===== config.mk =====
export PLATFORM = sky130hd
export DESIGN_NAME = diag_edge_irq
export DESIGN_NICKNAME = d
export VERILOG_FILES = /design/src/rtl/diag_edge_irq.sv
export SDC_FILE = /design/constraint.sdc
export NUM_CORES = 1
export LEC_CHECK = 0
export ABC_AREA = 0
export BUFFER_PORTS_ARGS = -buffer_cell sky130_fd_sc_hd__clkbuf_2
export CAP_MARGIN = 20
export CORE_UTILIZATION = 48
export DETAILED_ROUTE_END_ITERATION = 6
export GPL_TIMING_DRIVEN = 1
export PLACE_DENSITY = 0.74
export SETUP_SLACK_MARGIN = 0.1
export SYNTH_ARGS = -nofsm -noshare
export SYNTH_HDL_FRONTEND = slang
export SYNTH_SLANG_ARGS = --single-unit
export TNS_END_PERCENT = 30

===== constraint.sdc =====
create_clock -name clk -period 1.15 [get_ports clk]
set_input_delay 0.1725 -clock clk [delete_from_list [all_inputs] [get_ports clk]]
set_output_delay 0.1725 -clock clk [all_outputs]
set_load 0.01 [all_outputs]

===== src/rtl/diag_edge_irq.sv =====
module diag_edge_irq #(
  parameter int NSIG  = 11,
  parameter int NEDGE = 8,
  parameter int AW    = 2
) (
  input  logic            clk,
  input  logic            rst_n,
  input  logic [NSIG-1:0] sig_i,
  input  logic            wr_en,
  input  logic [AW-1:0]   addr,
  input  logic [NSIG-1:0] wdata,
  output logic [NSIG-1:0] rdata,
  output logic            irq_o
);
  localparam logic [AW-1:0] A_POL  = AW'(0);
  localparam logic [AW-1:0] A_EN   = AW'(1);
  localparam logic [AW-1:0] A_PEND = AW'(2);
  localparam logic [AW-1:0] A_LIVE = AW'(3);

  logic [NEDGE-1:0] pol_q;
  logic [NSIG-1:0]  en_q, pend_q, prev_q, pol, ev, clr;
  logic             irq_q;

  for (genvar i = 0; i < NSIG; i++) begin : g_pol
    if (i < NEDGE) begin : g_stored
      assign pol[i] = pol_q[i];
    end else begin : g_fixed
      assign pol[i] = 1'b0;
    end
  end

  assign ev  = (sig_i & ~prev_q & ~pol) | (~sig_i & prev_q & pol);
  assign clr = (wr_en && addr == A_PEND) ? wdata : '0;

  always_ff @(posedge clk or negedge rst_n) begin
    if (!rst_n) begin
      pol_q  <= '0;
      en_q   <= '0;
      pend_q <= '0;
      prev_q <= '0;
      irq_q  <= 1'b0;
    end else begin
      prev_q <= sig_i;
      pend_q <= (pend_q & ~clr) | ev;
      irq_q  <= |(pend_q & en_q);
      if (wr_en && addr == A_POL) pol_q <= wdata[NEDGE-1:0];
      if (wr_en && addr == A_EN)  en_q  <= wdata;
    end
  end

  always_comb begin
    case (addr)
      A_POL:   rdata = pol;
      A_EN:    rdata = en_q;
      A_PEND:  rdata = pend_q;
      A_LIVE:  rdata = sig_i;
      default: rdata = '0;
    endcase
  end

  assign irq_o = irq_q;

  p_sticky_r5: assert property (@(posedge clk) disable iff (!rst_n)
    !(wr_en && addr == A_PEND) |=> ((pend_q & $past(pend_q)) == $past(pend_q)));

  p_masked_r8: assert property (@(posedge clk) disable iff (!rst_n)
    (en_q == '0) |=> !irq_o);

  for (genvar i = 0; i < NSIG; i++) begin : g_chk
    p_rise_r2: assert property (@(posedge clk) disable iff (!rst_n)
      (!pol[i] && sig_i[i] && !prev_q[i]) |=> pend_q[i]);
    p_fall_r3: assert property (@(posedge clk) disable iff (!rst_n)
      (pol[i] && !sig_i[i] && prev_q[i]) |=> pend_q[i]);
    p_clear_r6: assert property (@(posedge clk) disable iff (!rst_n)
      (wr_en && addr == A_PEND && wdata[i] && (sig_i[i] == prev_q[i])) |=> !pend_q[i]);
    p_win_r7: assert property (@(posedge clk) disable iff (!rst_n)
      (wr_en && addr == A_PEND && wdata[i] && !pol[i] && sig_i[i] && !prev_q[i]) |=> pend_q[i]);
  end
endmodule


==> results of run 1 <==
## stage by stage
| step | util, % | worst slack [ps] | power [µW] |
|---|---|---|---|
| after floorplan | - | 52.3 | 2220 |
| after global placement | 63.6 | -148 | 2620 |
| after detailed placement | 63.6 | -159 | 2660 |
| after CTS | 68.1 | -324 | 3860 |
| after global routing | 68.9 | -375 | 4060 |
| final | 68.9 | -325 | 3860 |
## synth_stat cells (all sizes together)
cell    count
dfrtp      42
nand2      29
o21ai      25
inv        14
mux2       11
mux4        8
nor2        8
o211ai      8
a22o        4
buf         4
a22oi       2
a221oi      1
a222oi      1
and3        1
clkbuf      1
nand3b      1
nor2b       1
nor3b       1
## layer usage
layer	track usage, %	vias to the layer above
met1	27.6	757
li1	-	729
met5	0	-
met2	40.1	41
met3	5.11	9
met4	9.44	0
## area by class of cell
type / instances / area (µm²)
clock buffer: 5 / 68.8
timing repair buffer: 78 / 534
clock inverter: 3 / 40.0
tap: 48 / 60.1
sequential: 42 / 1050
inverter: 14 / 52.6
multi-input combinational: 101 / 752
fill: 283 / 1160
## worst min path at each step
stage,from,endpoint,slack (ps),cells after the start
after floorplan,rst_n,en_q[0],-120,0
after global placement,rst_n,pend_q[10],160,2
after detailed placement,rst_n,prev_q[10],170,2
after CTS,sig_i[10],prev_q[10],6,1
after global routing,sig_i[10],prev_q[10],20,1
final,sig_i[10],prev_q[10],20,1
## logic make-up after synthesis
family                 Yosys count  synth area share [%]
AOI/OAI and AO/OA               41                  13.5
muxes                           19                  16.3
buffers and inverters           19                  4.52
and+or+nand+nor                 41                  9.83
DFF                             42                  55.8
## worst reg2reg max path, cell delays in order (launching register included)
cell	delay (ps)
sky130_fd_sc_hd__dfrtp_1	390
sky130_fd_sc_hd__buf_4	140
sky130_fd_sc_hd__a22o_1	230
sky130_fd_sc_hd__a221oi_2	190
sky130_fd_sc_hd__and3_1	220
sky130_fd_sc_hd__nand2_1	70
## timing repair
action | CTS | global route
hold buffers | 1 | 0
resized for setup | 1 | 4
pin swaps | 1 | 3
hold endpoints to repair | 42 | 0
buffers inserted | 7 | 2
setup endpoints to repair | 12 | 17
## flip-flops by register name, indices dropped and copies added, names as in the netlist
name	flops
pend_q	11
pol_q	8
prev_q	11
irq_o	1
en_q	11
## placed cells by master (no fill, tap or decap), types with 3 or more instances in the layout
master | Yosys | layout
sky130_fd_sc_hd__dfrtp_1 | 42 | 42
sky130_fd_sc_hd__nor2_1 | 8 | 8
sky130_fd_sc_hd__clkbuf_2 | 0 | 37
sky130_fd_sc_hd__inv_1 | 14 | 14
sky130_fd_sc_hd__buf_12 | 0 | 3
sky130_fd_sc_hd__mux2_2 | 11 | 11
sky130_fd_sc_hd__buf_4 | 1 | 35
sky130_fd_sc_hd__nand2_1 | 29 | 28
sky130_fd_sc_hd__o21ai_1 | 10 | 10
sky130_fd_sc_hd__clkbuf_8 | 0 | 5
sky130_fd_sc_hd__o21ai_0 | 15 | 15
sky130_fd_sc_hd__a22o_1 | 4 | 4
sky130_fd_sc_hd__o211ai_1 | 8 | 8
sky130_fd_sc_hd__mux4_2 | 7 | 8
## power groups by stage
stage | combinational, µW | clock (µW) | sequential [µW]
CTS | 924 | 1160 | 1780
global route | 1040 | 1220 | 1800
detailed placement | 852 | 0 | 1810
floorplan | 420 | 0 | 1800
global placement | 824 | 0 | 1800
finish | 947 | 1130 | 1780
==> results.md, run 1 <==
* TritonCTS Buffers at 5
* Max Clock Freq at a little under 700 MHz
* Chain of cells forming the critical path: mux4_2 > clkbuf_2
* RR Endpoint: irq_o
* Total number of placement rows at 22
* CP Data Arrival Time at 1300 ps
* Unrepaired setup endpoints after global routing: yes
* Mean number of vias per cell at 5.28
* Placer Congestion at 0.895
* Later-pin clock latency in the skew report at just under 300 ps
* Launch instance of the worst register-to-register path: pend_q[5]
* Final nets at around 270
* Critical Path Slowest Stage Cell: sky130_fd_sc_hd__mux4_2
* Post-synthesis cell area at 0.00188 mm²
* Net switching share of the total power at between 20% and 30%
* Initial Utilization at 50.7%
* CTS H-Tree Depth at 2
* Number of iterations in the first detailed-routing pass at 4
* Total detailed-routing wirelength at between 4000 and 5000 µm
* Clock transition at path regs at around 80 ps
* Antenna violations before repair at 0
* Combinational power share at roughly a quarter
* Data required time at the worst endpoint at a little under 1000 ps
* Width of the die at 64.6 µm
* Combined global-route utilization of all metal layers at a little under a quarter
* Post-DR wirelength/cell at between 10 and 15 µm
* Peak supply drop at 0.000987 V
* Leak Pwr at 0.00122 µW
* Net Count, Synth at between 150 and 200
* Levels on crit path at 2
* Crit. Startpoint: pend_q[7]
* Class of the worst hold path: in2reg
* Endpoint of the worst setup timing path: rdata[7]
* Met2 routed WL at 2200 µm
* Area of the placeable core at 0.00372 mm²
* Kind of cell with the highest combined delay on the critical path: multiplexers
* Final clock skew at 6.79 ps
* Critical path start-end classification: reg2out
* Count of final setup violators at 12
* Power per unit of standard cell area at between 1500 and 2000 mW/mm²
* Met3 Wirelength at about 150 µm
* Area overhead of the layout relative to synthesis at 35.9%
* DIE HEIGHT at 64.6 µm
* Synthesis warning total at 0
* Number of antenna cells inserted at 0
* First-pass GRT wire length at approximately 7200 µm
* Depth of the most critical reg-to-reg path at 5
* Switch Pwr at 1010 µW
* Top metal layer carrying routed signals: met4
* Total negative slack at -3480 ps
* Final count of pins violating max slew at 0
* Clock sinks at 42
* Element type at the critical path start: flop
* Sum of routed wire segments on met1 at 1810 µm
* Antenna Nets Post-Route at 0
* Fraction of final layout cells with drive strength greater than 1 at 44.4%
* Number of cells produced by synthesis at around 160
* Worst Slack Setup Final at -325 ps
* Number of global-route vias before repair at 1605
* Number of distinct library cell variants in the gate-level netlist after synthesis at 22
* Hold slack at 16.3 ps
* Register share of total power at approximately 46%
* Result of the run: finished, violations left
* Buffer cell driving the clock tree root: sky130_fd_sc_hd__clkbuf_8
* Share of the synthesized area in the top cell type at between 50 and 60%
* Largest fanout of any net on the critical path at 2
* CTS tree: yes
* Register bit total from synthesis at 42
* Max Root-Sink Buffers at 2
* FF-to-FF setup slack at -210 ps
* Cell accounting for the most synthesized area: sky130_fd_sc_hd__dfrtp_1
* Largest incremental delay on the critical path at about 470 ps
* Worst-Margin Slew at 299 ps
* Initial drt markers at 80
* Count of non-filler cells in the finished layout at 291
* Part of the Yosys area used for sequential elements at 55.8%
* Final critical-path required period at 1480 ps
* Crit share post-route at 128%
* Avg Inst Size Synth at 11.6 µm²
* Worst slew slack as a fraction of its limit at 80.1%
* Vias at 1536
* I/O pin count at 39
* Remaining global-route overflow at 0
* Half-perimeter wire length of the detailed placement result at 3020 µm
* Die ar. at 0.00418 mm²
* Internal portion of total power at ~2800 µW
* Worst Path Buf+Inv at 1
* Final count of hold timing violations at 0
* Endpoint kind of the worst setup timing path: output pin
* Number of buffers inserted by port buffering at 38
* Max_cap viols at 0
* Total instance count after detailed placement at 273
* Clock share of power at 29.3%
* Pin count of the biggest net entering global routing at 43
* DRC violation count after routing at 0
* Final standard cell area without fillers at between 0.002 and 0.003 mm²
* Largest cells by area after synthesis: sky130_fd_sc_hd__dfrtp_1 56%, sky130_fd_sc_hd__mux4_2 8.4%, sky130_fd_sc_hd__mux2_2 6.6%, sky130_fd_sc_hd__nand2_1 5.8%, sky130_fd_sc_hd__o21ai_0 4.0%
* Failing checks: negative setup slack
* Post-Place Cell Area at 0.00236 mm²
Power figures use the tool's default switching activity.
==> run 2, diff against run 1 <==
RECOVER_POWER = 25   (was not set)
==> run 2 against run 1 <==
The flow still finishes with violations (negative setup slack); hold slack gained 6.5 ps; worst setup slack lost 11 ps; die area is the same; design area shrank 0.98%; global-route usage is the same; sequential share of layout area grew 0.41 points; sequential power is essentially flat; routed wire length grew 0.99%; clock skew shrank 0.74 ps; combinational power shrank 1%; cell count is the same; critical path depth is the same; largest cell class unchanged; largest power group unchanged; highest routed layer unchanged.
==> results.md, run 2 (same netlist as run 1, synthesis figures left out) <==
* DIE HEIGHT at 64.6 µm (unchanged)
* Pin count of the biggest net entering global routing at 43 (unchanged)
* Failing checks: negative setup slack (unchanged)
* Endpoint of the worst setup timing path: rdata[7] (unchanged)
* Unrepaired setup endpoints after global routing: yes (unchanged)
* Initial drt markers at 52 (was 80)
* FF-to-FF setup slack at -210 ps (about the same)
* Worst-Margin Slew at 578 ps (was 299 ps)
* Number of buffers inserted by port buffering at 38 (unchanged)
* Depth of the most critical reg-to-reg path at 5 (unchanged)
* Max_cap viols at 0 (unchanged)
* Result of the run: finished, violations left (unchanged)
* Peak supply drop at 0.000996 V (was 0.000987 V)
* Element type at the critical path start: flop (unchanged)
* Launch instance of the worst register-to-register path: pend_q[5] (unchanged)
* CP Data Arrival Time at 1310 ps (was 1300 ps)
* Total number of placement rows at 22 (unchanged)
* Total negative slack at -3510 ps (was -3480 ps)
* CTS tree: yes (unchanged)
* Post-DR wirelength/cell at 14.8 µm (was 14.6 µm)
* Combined global-route utilization of all metal layers at 23.1% (unchanged)
* Hold wc startpoint: sig_i[10] (unchanged)
* Area overhead of the layout relative to synthesis at 34.6% (was 35.9%)
* Die ar. at 0.00418 mm² (unchanged)
* Largest fanout of any net on the critical path at 2 (unchanged)
* Total detailed-routing wirelength at 4290 µm (was 4250 µm)
* Number of iterations in the first detailed-routing pass at 4 (unchanged)
* Final standard cell area without fillers at 0.00253 mm² (was 0.00256 mm²)
* Final count of hold timing violations at 0 (unchanged)
* Initial Utilization at 50.7% (unchanged)
* Leak Pwr at 0.00119 µW (was 0.00122 µW)
* Largest incremental delay on the critical path at 480 ps (was 470 ps)
* Max Root-Sink Buffers at 2 (unchanged)
* Vias at 1526 (was 1536)
* Commonest cells after routing, fill and taps aside: 42 x sky130_fd_sc_hd__dfrtp_1, 35 x sky130_fd_sc_hd__buf_4, 28 x sky130_fd_sc_hd__nand2_1 (was 42 x sky130_fd_sc_hd__dfrtp_1, 37 x sky130_fd_sc_hd__clkbuf_2, 35 x sky130_fd_sc_hd__buf_4)
* Clock sinks at 42 (unchanged)
* Count of final setup violators at 12 (unchanged)
* Max Clock Freq at 673 MHz (was 678 MHz)
* Half-perimeter wire length of the detailed placement result at 3020 µm (unchanged)
* Number of global-route vias before repair at 1605 (unchanged)
* CTS H-Tree Depth at 2 (unchanged)
* Most common cell after layout, fill and taps aside: sky130_fd_sc_hd__dfrtp_1 (unchanged)
* Count of non-filler cells in the finished layout at 291 (unchanged)
* Later-pin clock latency in the skew report at 290 ps (about the same)
* I/O pin count at 39 (unchanged)
* Placer Congestion at 0.895 (unchanged)
* Final nets at 269 (unchanged)
* Final clock skew at 6.04 ps (was 6.79 ps)
* Crit share post-route at 129% (was 128%)
* Critical path start-end classification: reg2out (unchanged)
* Levels on crit path at 2 (unchanged)
* Fraction of final layout cells with drive strength greater than 1 at 40.3% (was 44.4%)
* Worst Slack Setup Final at -337 ps (was -325 ps)
* Area of the placeable core at 0.00372 mm² (unchanged)
* Final critical-path required period at 1490 ps (was 1480 ps)
* Critical Path Slowest Stage Cell: sky130_fd_sc_hd__mux4_2 (unchanged)
* Antenna Nets Post-Route at 0 (unchanged)
* Buffer cell driving the clock tree root: sky130_fd_sc_hd__clkbuf_8 (unchanged)
* Remaining global-route overflow at 0 (unchanged)
* TritonCTS Buffers at 5 (unchanged)
* Antenna violations before repair at 0 (unchanged)
* Clock transition at path regs at 80 ps (about the same)
* Mean number of vias per cell at 5.24 (was 5.28)
* Worst Path Buf+Inv at 1 (unchanged)
* Data required time at the worst endpoint at 980 ps (about the same)
* Chain of cells forming the critical path: mux4_2 > clkbuf_2 (unchanged)
* Top flop regs: en_q: 11 flops, pend_q: 11 flops, prev_q: 11 flops (unchanged)
* First-pass GRT wire length at 7160 µm (unchanged)
* Class of the worst hold path: in2reg (unchanged)
* Power per unit of standard cell area at 1520 mW/mm² (was 1510 mW/mm²)
* Crit. Startpoint: pend_q[7] (unchanged)
* Worst slew slack as a fraction of its limit at 61.5% (was 80.1%)
* Final count of pins violating max slew at 0 (unchanged)
* Number of antenna cells inserted at 0 (unchanged)
* Post-Place Cell Area at 0.00236 mm² (unchanged)
* Endpoint kind of the worst setup timing path: output pin (unchanged)
* Kind of cell with the highest combined delay on the critical path: multiplexers (unchanged)
* DRC violation count after routing at 0 (unchanged)
* Width of the die at 64.6 µm (unchanged)
* RR Endpoint: irq_o (unchanged)
* Total instance count after detailed placement at 273 (unchanged)
## run 2: cell types whose count changed in the layout (fill, tap and decap cells not counted)
cell | previous run | this run
sky130_fd_sc_hd__clkbuf_4 | 0 | 1
sky130_fd_sc_hd__buf_12 | 3 | 2
sky130_fd_sc_hd__clkbuf_1 | 0 | 10
sky130_fd_sc_hd__clkbuf_2 | 37 | 27
## run 2: timing repair
action                                  4_1_cts  5_1_grt
setup buffers                                 7        2
pin swaps                                     1        3
hold buffers                                  1        0
gates resized for setup                       1        4
endpoints found under the setup margin       12       17
endpoints found under the hold margin        42        0
## run 2: worst register-to-register path, cell delays in order (launching register included)
cell and delay, ps:
sky130_fd_sc_hd__dfrtp_1 390, sky130_fd_sc_hd__buf_4 140, sky130_fd_sc_hd__a22o_1 230, sky130_fd_sc_hd__a221oi_2 190, sky130_fd_sc_hd__and3_1 220, sky130_fd_sc_hd__nand2_1 70
## run 2: where the power goes
group          switching (µW)  internal (µW)
Sequential                118           1660
Combinational             402            536
Clock                     492            639
## run 2: how the worst min path moves through the flow
| stage | endpoint | slack (ps) | cells past startpoint |
|---|---|---|---|
| global placement | pend_q[10] | 160 | 2 |
| finish | prev_q[10] | 20 | 1 |
| floorplan | en_q[0] | -120 | 0 |
| global route | prev_q[10] | 30 | 1 |
| CTS | prev_q[10] | 6 | 1 |
| detailed placement | prev_q[10] | 170 | 2 |
## run 2: layout make-up
type                    instances  area, µm²
fillers                       291       1180
clock inverters                 3       40.0
repair buffers                 78        509
multi-input cells             101        752
clock buffers                   5       68.8
inverters                      14       52.6
flip-flops and latches         42       1050
well taps                      48       60.1
## run 2: routing by layer
metal  up-vias  wire length [µm]  GRT usage (%)
met1       758              1850           27.6
met3         9               128           5.11
met2        29              2220           40.1
met5         -                 0              0
li1        730                 -              -
met4         0                89           9.44
## run 2: per-stage QoR
| stage | utilization (%) | hold slack, ps | setup WS, ps | power [µW] |
|---|---|---|---|---|
| floorplan | - | -123 | 52.3 | 2220 |
| detailed placement | 63.6 | 167 | -159 | 2660 |
| global placement | 63.6 | 163 | -148 | 2620 |
| finish | 68.2 | 22.7 | -337 | 3850 |
| CTS | 68.1 | 6.04 | -324 | 3860 |
| global route | 68.2 | 25.2 | -375 | 4050 |
